==> src/rtl/bridge_cfg_pkg.sv <==
package bridge_cfg_pkg;

  // dword indices inside the configuration header
  localparam int unsigned DW_STATUS = 1;
  localparam int unsigned DW_CLASS  = 2;
  localparam int unsigned DW_HDR    = 3;
  localparam int unsigned DW_BUS    = 6;
  localparam int unsigned DW_IO     = 7;
  localparam int unsigned DW_MEM    = 8;
  localparam int unsigned DW_PREF   = 9;
  localparam int unsigned DW_PBU    = 10;
  localparam int unsigned DW_PLU    = 11;
  localparam int unsigned DW_IOU    = 12;
  localparam int unsigned DW_CTL    = 15;

  // byte spans that trigger a window reload
  localparam int unsigned IO_SPAN_LO  = 28;
  localparam int unsigned IO_SPAN_HI  = 29;
  localparam int unsigned MEM_SPAN_LO = 32;
  localparam int unsigned MEM_SPAN_HI = 51;

  localparam logic [15:0] CAP_STATUS = 16'h00A0;
  localparam logic [23:0] CLASS_BRG  = 24'h060400;
  localparam int unsigned SBR_BIT    = 6;

  typedef struct packed {
    logic [7:0]  pri;
    logic [7:0]  sec;
    logic [7:0]  sub;
    logic [7:0]  lat;
    logic [3:0]  io_base;
    logic [3:0]  io_lim;
    logic [11:0] mem_base;
    logic [11:0] mem_lim;
    logic [11:0] pf_base;
    logic [11:0] pf_lim;
    logic [31:0] pf_base_up;
    logic [31:0] pf_lim_up;
    logic [15:0] io_base_up;
    logic [15:0] io_lim_up;
    logic [15:0] ctl;
  } bcfg_state_t;

  function automatic logic [31:0] be_merge(input logic [31:0] old_v,
                                           input logic [31:0] new_v,
                                           input logic [3:0]  be);
    logic [31:0] r;
    r = old_v;
    for (int b = 0; b < 4; b++) begin
      if (be[b]) r[b*8 +: 8] = new_v[b*8 +: 8];
    end
    return r;
  endfunction

  function automatic logic win_overlap(input int unsigned dw,
                                       input logic [3:0] be);
    logic hit;
    int unsigned a;
    hit = 1'b0;
    for (int b = 0; b < 4; b++) begin
      a = dw * 4 + b;
      if (be[b] && (((a >= IO_SPAN_LO) && (a <= IO_SPAN_HI)) ||
                    ((a >= MEM_SPAN_LO) && (a <= MEM_SPAN_HI))))
        hit = 1'b1;
    end
    return hit;
  endfunction

endpackage

==> src/rtl/bridge_cfg_regs.sv <==
module bridge_cfg_regs
  import bridge_cfg_pkg::*;
#(
  parameter int ADDR_W = 6,
  parameter bit IO_32  = 1'b1,
  parameter bit PF_64  = 1'b1
) (
  input  logic              clk,
  input  logic              rst_n,
  input  logic              wr_en,
  input  logic [ADDR_W-1:0] wr_dw,
  input  logic [3:0]        wr_be,
  input  logic [31:0]       wr_data,
  input  logic              fwd_dis,
  output bcfg_state_t       st
);

  bcfg_state_t nxt;
  logic [31:0] m;
  int unsigned dw_i;

  assign dw_i = 32'(wr_dw);

  always_comb begin
    nxt = st;
    m   = '0;
    if (wr_en) begin
      case (dw_i)
        DW_BUS: begin
          m = be_merge({st.lat, st.sub, st.sec, st.pri}, wr_data, wr_be);
          nxt.pri = m[7:0];
          nxt.sec = m[15:8];
          nxt.sub = m[23:16];
          nxt.lat = m[31:24];
        end
        DW_IO: begin
          m = be_merge({16'h0, st.io_lim, 4'h0, st.io_base, 4'h0}, wr_data, wr_be);
          nxt.io_base = m[7:4];
          nxt.io_lim  = m[15:12];
        end
        DW_MEM: begin
          m = be_merge({st.mem_lim, 4'h0, st.mem_base, 4'h0}, wr_data, wr_be);
          nxt.mem_base = m[15:4];
          nxt.mem_lim  = m[31:20];
        end
        DW_PREF: begin
          m = be_merge({st.pf_lim, 4'h0, st.pf_base, 4'h0}, wr_data, wr_be);
          nxt.pf_base = m[15:4];
          nxt.pf_lim  = m[31:20];
        end
        DW_PBU: nxt.pf_base_up = be_merge(st.pf_base_up, wr_data, wr_be);
        DW_PLU: nxt.pf_lim_up  = be_merge(st.pf_lim_up, wr_data, wr_be);
        DW_IOU: begin
          m = be_merge({st.io_lim_up, st.io_base_up}, wr_data, wr_be);
          nxt.io_base_up = m[15:0];
          nxt.io_lim_up  = m[31:16];
        end
        DW_CTL: begin
          m = be_merge({st.ctl, 16'h0}, wr_data, wr_be);
          nxt.ctl = m[31:16];
        end
        default: ;
      endcase
    end
    if (fwd_dis) begin
      nxt.io_base    = '1;
      nxt.io_lim     = '0;
      nxt.mem_base   = '1;
      nxt.mem_lim    = '0;
      nxt.pf_base    = '1;
      nxt.pf_lim     = '0;
      nxt.pf_base_up = '0;
      nxt.pf_lim_up  = '0;
    end
    if (!PF_64) begin
      nxt.pf_base_up = '0;
      nxt.pf_lim_up  = '0;
    end
    if (!IO_32) begin
      nxt.io_base_up = '0;
      nxt.io_lim_up  = '0;
    end
  end

  always_ff @(posedge clk or negedge rst_n) begin
    if (!rst_n) st <= '0;
    else        st <= nxt;
  end

  // the windows are empty once forwarding-disable takes effect
  p_fwd_empty_r6: assert property (@(posedge clk) disable iff (!rst_n)
    fwd_dis |=> (&st.io_base) && (st.io_lim == '0) && (&st.mem_base) &&
                (st.mem_lim == '0) && (&st.pf_base) && (st.pf_lim == '0) &&
                (st.pf_base_up == '0) && (st.pf_lim_up == '0));

  // forwarding-disable keeps the I/O upper registers
  p_fwd_keeps_iou_r6: assert property (@(posedge clk) disable iff (!rst_n)
    (fwd_dis && !(wr_en && dw_i == DW_IOU)) |=>
      $stable(st.io_base_up) && $stable(st.io_lim_up));

endmodule

==> src/rtl/bridge_cfg_events.sv <==
module bridge_cfg_events
  import bridge_cfg_pkg::*;
#(
  parameter int ADDR_W = 6
) (
  input  logic              clk,
  input  logic              rst_n,
  input  logic              wr_en,
  input  logic [ADDR_W-1:0] wr_dw,
  input  logic [3:0]        wr_be,
  input  logic              wr_sbr_set,
  input  logic              cur_sbr,
  output logic              remap,
  output logic              sbr_pulse
);

  logic ev_remap_d;
  logic ev_sbr_d;

  assign ev_remap_d = wr_en && win_overlap(32'(wr_dw), wr_be);
  assign ev_sbr_d   = wr_en && (32'(wr_dw) == DW_CTL) && wr_sbr_set && !cur_sbr;

  always_ff @(posedge clk or negedge rst_n) begin
    if (!rst_n) begin
      remap     <= 1'b0;
      sbr_pulse <= 1'b0;
    end else begin
      remap     <= ev_remap_d;
      sbr_pulse <= ev_sbr_d;
    end
  end

  // a pulse only follows a 0 to 1 change of the control bit
  p_sbr_rise_r4: assert property (@(posedge clk) disable iff (!rst_n)
    sbr_pulse |-> (cur_sbr && !$past(cur_sbr)));

  // the pulse is one cycle wide
  p_sbr_single_r4: assert property (@(posedge clk) disable iff (!rst_n)
    sbr_pulse |=> !sbr_pulse);

  // a strobe always comes from a write in the previous cycle
  p_remap_cause_r5: assert property (@(posedge clk) disable iff (!rst_n)
    remap |-> $past(wr_en));

endmodule

==> src/rtl/bridge_cfg_rdmux.sv <==
module bridge_cfg_rdmux
  import bridge_cfg_pkg::*;
#(
  parameter int ADDR_W = 6,
  parameter bit IO_32  = 1'b1,
  parameter bit PF_64  = 1'b1
) (
  input  bcfg_state_t       st,
  input  logic [ADDR_W-1:0] rd_dw,
  input  logic              multifn,
  output logic [31:0]       rdata
);

  localparam logic [3:0] IO_T = IO_32 ? 4'h1 : 4'h0;
  localparam logic [3:0] PF_T = PF_64 ? 4'h1 : 4'h0;

  always_comb begin
    case (32'(rd_dw))
      DW_STATUS: rdata = {CAP_STATUS, 16'h0};
      DW_CLASS:  rdata = {CLASS_BRG, 8'h00};
      DW_HDR:    rdata = {8'h00, multifn, 7'h01, 16'h0};
      DW_BUS:    rdata = {st.lat, st.sub, st.sec, st.pri};
      DW_IO:     rdata = {CAP_STATUS, st.io_lim, IO_T, st.io_base, IO_T};
      DW_MEM:    rdata = {st.mem_lim, 4'h0, st.mem_base, 4'h0};
      DW_PREF:   rdata = {st.pf_lim, PF_T, st.pf_base, PF_T};
      DW_PBU:    rdata = st.pf_base_up;
      DW_PLU:    rdata = st.pf_lim_up;
      DW_IOU:    rdata = {st.io_lim_up, st.io_base_up};
      DW_CTL:    rdata = {st.ctl, 16'h0};
      default:   rdata = '0;
    endcase
  end

endmodule

==> src/rtl/bridge_cfg_top.sv <==
module bridge_cfg_top
  import bridge_cfg_pkg::*;
#(
  parameter int ADDR_W = 6,
  parameter bit IO_32  = 1'b1,
  parameter bit PF_64  = 1'b1
) (
  input  logic              clk,
  input  logic              rst_n,
  input  logic              cfg_we,
  input  logic [ADDR_W-1:0] cfg_waddr,
  input  logic [3:0]        cfg_be,
  input  logic [31:0]       cfg_wdata,
  input  logic [ADDR_W-1:0] cfg_raddr,
  output logic [31:0]       cfg_rdata,
  input  logic              fwd_disable,
  input  logic              multifn_strap,
  output logic              remap_strobe,
  output logic              sec_bus_reset
);

  localparam logic [3:0] IO_T = IO_32 ? 4'h1 : 4'h0;

  bcfg_state_t st;
  logic        wr_sbr_set;

  assign wr_sbr_set = cfg_be[2] && cfg_wdata[16 + SBR_BIT];

  bridge_cfg_regs #(.ADDR_W(ADDR_W), .IO_32(IO_32), .PF_64(PF_64)) u_regs (
    .clk     (clk),
    .rst_n   (rst_n),
    .wr_en   (cfg_we),
    .wr_dw   (cfg_waddr),
    .wr_be   (cfg_be),
    .wr_data (cfg_wdata),
    .fwd_dis (fwd_disable),
    .st      (st)
  );

  bridge_cfg_events #(.ADDR_W(ADDR_W)) u_events (
    .clk        (clk),
    .rst_n      (rst_n),
    .wr_en      (cfg_we),
    .wr_dw      (cfg_waddr),
    .wr_be      (cfg_be),
    .wr_sbr_set (wr_sbr_set),
    .cur_sbr    (st.ctl[SBR_BIT]),
    .remap      (remap_strobe),
    .sbr_pulse  (sec_bus_reset)
  );

  bridge_cfg_rdmux #(.ADDR_W(ADDR_W), .IO_32(IO_32), .PF_64(PF_64)) u_rdmux (
    .st      (st),
    .rd_dw   (cfg_raddr),
    .multifn (multifn_strap),
    .rdata   (cfg_rdata)
  );

  // I/O type codes read back fixed whatever was written
  p_io_type_r8: assert property (@(posedge clk) disable iff (!rst_n)
    (32'(cfg_raddr) == DW_IO) |-> (cfg_rdata[3:0] == IO_T) && (cfg_rdata[11:8] == IO_T));

  // primary status capability bits
  p_status_r7: assert property (@(posedge clk) disable iff (!rst_n)
    (32'(cfg_raddr) == DW_STATUS) |-> (cfg_rdata == 32'h00A0_0000));

endmodule

==> config.mk <==
export PLATFORM = sky130hd
export DESIGN_NAME = bridge_cfg_top
export DESIGN_NICKNAME = d
export VERILOG_FILES = /design/src/rtl/bridge_cfg_pkg.sv /design/src/rtl/bridge_cfg_regs.sv /design/src/rtl/bridge_cfg_events.sv /design/src/rtl/bridge_cfg_rdmux.sv /design/src/rtl/bridge_cfg_top.sv
export SDC_FILE = /design/constraint.sdc
export NUM_CORES = 1
export LEC_CHECK = 0
export BUFFER_PORTS_ARGS = -buffer_cell sky130_fd_sc_hd__buf_2
export CAP_MARGIN = 0
export CORE_UTILIZATION = 45
export CTS_CLUSTER_DIAMETER = 120
export CTS_CLUSTER_SIZE = 20
export DETAILED_ROUTE_END_ITERATION = 8
export PLACE_DENSITY = 0.68
export SYNTH_ARGS = -nofsm -noshare
export SYNTH_HDL_FRONTEND = slang
export SYNTH_HIERARCHICAL = 1
export SYNTH_SLANG_ARGS = --single-unit
==> constraint.sdc <==
create_clock -name clk -period 5.5 [get_ports clk]
set_clock_uncertainty 0.15 [all_clocks]
set_input_delay 0.825 -clock clk [delete_from_list [all_inputs] [get_ports clk]]
set_output_delay 0.825 -clock clk [all_outputs]
set_load 0.02 [all_outputs]
==> impl_metrics.ini <==
[floorplanning]
start_util_pct = 45.8
die_w_um = 154
core_mm2 = 0.0226
io_pins = 87
die_area_mm2 = 0.0236
rows = 55
die_h_um = 154

[synth]
synth-seq-cells = 202
synth_top_family_by_area = multiplexers
synth_nets = 955
synth.avg_cell_area_um2 = 11.5
synth_area_leaders = dfrtp_1 49%, mux2i_1 10%, mux2_2 8.8%, nand2b_1 4.7%, mux4_2 3.1%
synth-async-reset-ratio_pct = 100
synth_compound_area_share_pct = 8.78
synthXorXnorAreaFrac_pct = 0.0848
ys_types = 55
synth_top_area_cell = dfrtp_1
yosysTopAreaCellShare_pct = 48.9
synth-seq-area-share_pct = 48.9
synthAdderAreaFrac_pct = 0
synth_common_cells = 202 x dfrtp_1, 108 x mux2i_1, 81 x mux2_2, 77 x nand2b_1, 47 x nor2_1
syn_inst = 902
synth_most_common_cell = dfrtp_1
yosys_warnings = 6
ys.flop_type = dfrtp_1
synth_area_mm2 = 0.0103
synthMuxAreaShare_pct = 22.3
synth_simple_gate_area_share_pct = 16.9
synth_edf_count = 0

[clocking]
clk_pin_slew_worst_paths_ns = 0.08
clk_latency_ns = 0.47
cts_tree = done
cts_buffer_depth = 3
cts_root_buf = clkbuf_16
cts_setup_buffers = 0
cts_resized = 0
cts-buffers-inserted = 14
cts_hold_buffers = 0
clock_sinks = 202
cts_max_level = 1

[grt]
grt_max_degree = 129
grt_pass1_wl_um = 43000
antenna_found_initial = 0
grt_overflow = 0
grt_pass1_vias = 7384
track_usage_pct = 23.4

[flow_run]
max_cap_violations = 0

[final_layout]
nets = 1003
areaGrowthSynthToFinish_pct = 9.53
drive_gt1_share_pct = 23.7
antennaDiodeCount = 0
design_area_mm2 = 0.0113
nFillCells = 2029
final_core_util_pct = 50.1

[status]
run_status = finished clean

[timing]
layout_setup_ws_ns = 1.51
period_share_pct = 72.5
max_freq_mhz = 251
setup_tns_ns = 0
fin_crit_ns = 3.99
slew_viol_final = 0
slew_headroom_pct = 24.9
setup_viol = 0
hold_viol_final = 0
rsz0062_at_grt = no
tightest_slew_ns = 1.13

[placement]
hpwl_um = 17400
place_area_mm2 = 0.0109
place_congestion = 0.812
pre_cts_ws_ns = 1.53
io_buffers = 86

[worst_setup_path]
r2r_start = u_regs/st[58]
rr_worst_depth = 3
crit_required_ns = 4.53
critPathArrivalTime_ns = 3.01
timing.rr.end = u_regs/st[58]
r2r_slack_ns = 4.44
cp_max_fo = 17
start_kind = primary input
cp-end-kind = primary output
critical_path_class = in2out

[drt]
via_per_inst = 5.98
totalWireLength_um = 27200
wl_per_cell_um = 22.1
drtAntennaViolNets = 0
drtIter0Drc = 655
dr.pass1.iters = 5
vias = 7390
drc = 0

[power]
clkPwrFrac_pct = 35.8
pwr-share-comb_pct = 9.2
power_w = 0.00283
internal_power_w = 0.00213
worst_ir_drop_vdd_mv = 0.156
power_density_mw_per_mm2 = 250
p_seq_share_pct = 55.0
power.switching_w = 0.000704
switching_share_pct = 24.8
cellLeakagePower_nw = 5.42

[worst_hold_path]
min_path_type = in2async
## routing by layer
metal	up-vias	GRT usage (%)	part of all wire (%)
li1	3355	-	-
met1	3765	34.4	46
met2	245	36.8	47
met3	25	3.47	6.3
met4	0	4.57	1.2
met5	-	0	0
## placed cells by master, fill, tap and decap left out, drive strengths merged, types with 12 or more instances in the layout
cell	Yosys	layout
nand3b	33	33
mux2i	108	108
nor2b	21	21
clkbuf	35	16
a22oi	36	36
nor2	51	51
mux2	81	81
nand3	15	15
nand2b	77	77
nand2	37	37
a21oi	24	24
dfrtp	202	202
nand4	12	12
mux4	14	14
buf	30	96
o21ai	46	46
## flip-flops by register name, summed over array words and instances, names as in the netlist
signal and flops:
u_events/remap 1, u_events/sbr_pulse 1, u_regs/st 200
## final cells by class
cell class	count	area, µm²	share of cell area (%)
clock buffers	15	375	3.32
clock inverters	1	20.0	0.177
inverters	2	7.51	0.0663
multi-input cells	633	4980	44.0
flip-flops and latches	202	5050	44.7
well taps	285	357	3.15
repair buffers	97	524	4.63
## stage by stage
step,std cells,hold WS (ns)
3_3_place_gp,1219,0.335
5_1_grt,1235,0.365
4_1_cts,1235,0.359
6_report,1235,0.330
3_5_place_dp,1219,0.339
2_1_floorplan,902,0.322
## worst max-delay path by stage
stage | to | startpoint | cells past startpoint
after global routing | cfg_rdata[12] | cfg_raddr[2] | 7
final | cfg_rdata[12] | cfg_raddr[2] | 7
after floorplan | cfg_rdata[25] | cfg_raddr[0] | 4
after global placement | cfg_rdata[12] | cfg_raddr[2] | 7
after CTS | cfg_rdata[12] | cfg_raddr[2] | 7
after detailed placement | cfg_rdata[12] | cfg_raddr[2] | 7
## power groups by stage
stage               Clock, W  Sequential [W]  Combinational [W]
floorplan                  0         0.00158           0.000154
global placement           0         0.00159           0.000259
detailed placement         0         0.00159           0.000261
CTS                  0.00104         0.00156           0.000262
global route         0.00110         0.00157           0.000284
finish               0.00101         0.00156           0.000261
## worst max-delay path: stages
cell,delay (ns)
buf_2,0.22
and4bb_2,0.47
and2_1,0.88
buf_4,0.28
a22oi_1,0.07
nand2_1,0.10
buf_2,0.16
## cell families (layout without fill, tap and decap cells)
family	Yosys count	in the layout
and+or+nand+nor	290	290
AOI/OAI and AO/OA	139	139
muxes	203	203
xor gates and xnor gates	1	1
DFF	202	202
buffers and inverters	67	115
(Power assumes the default switching activity.)
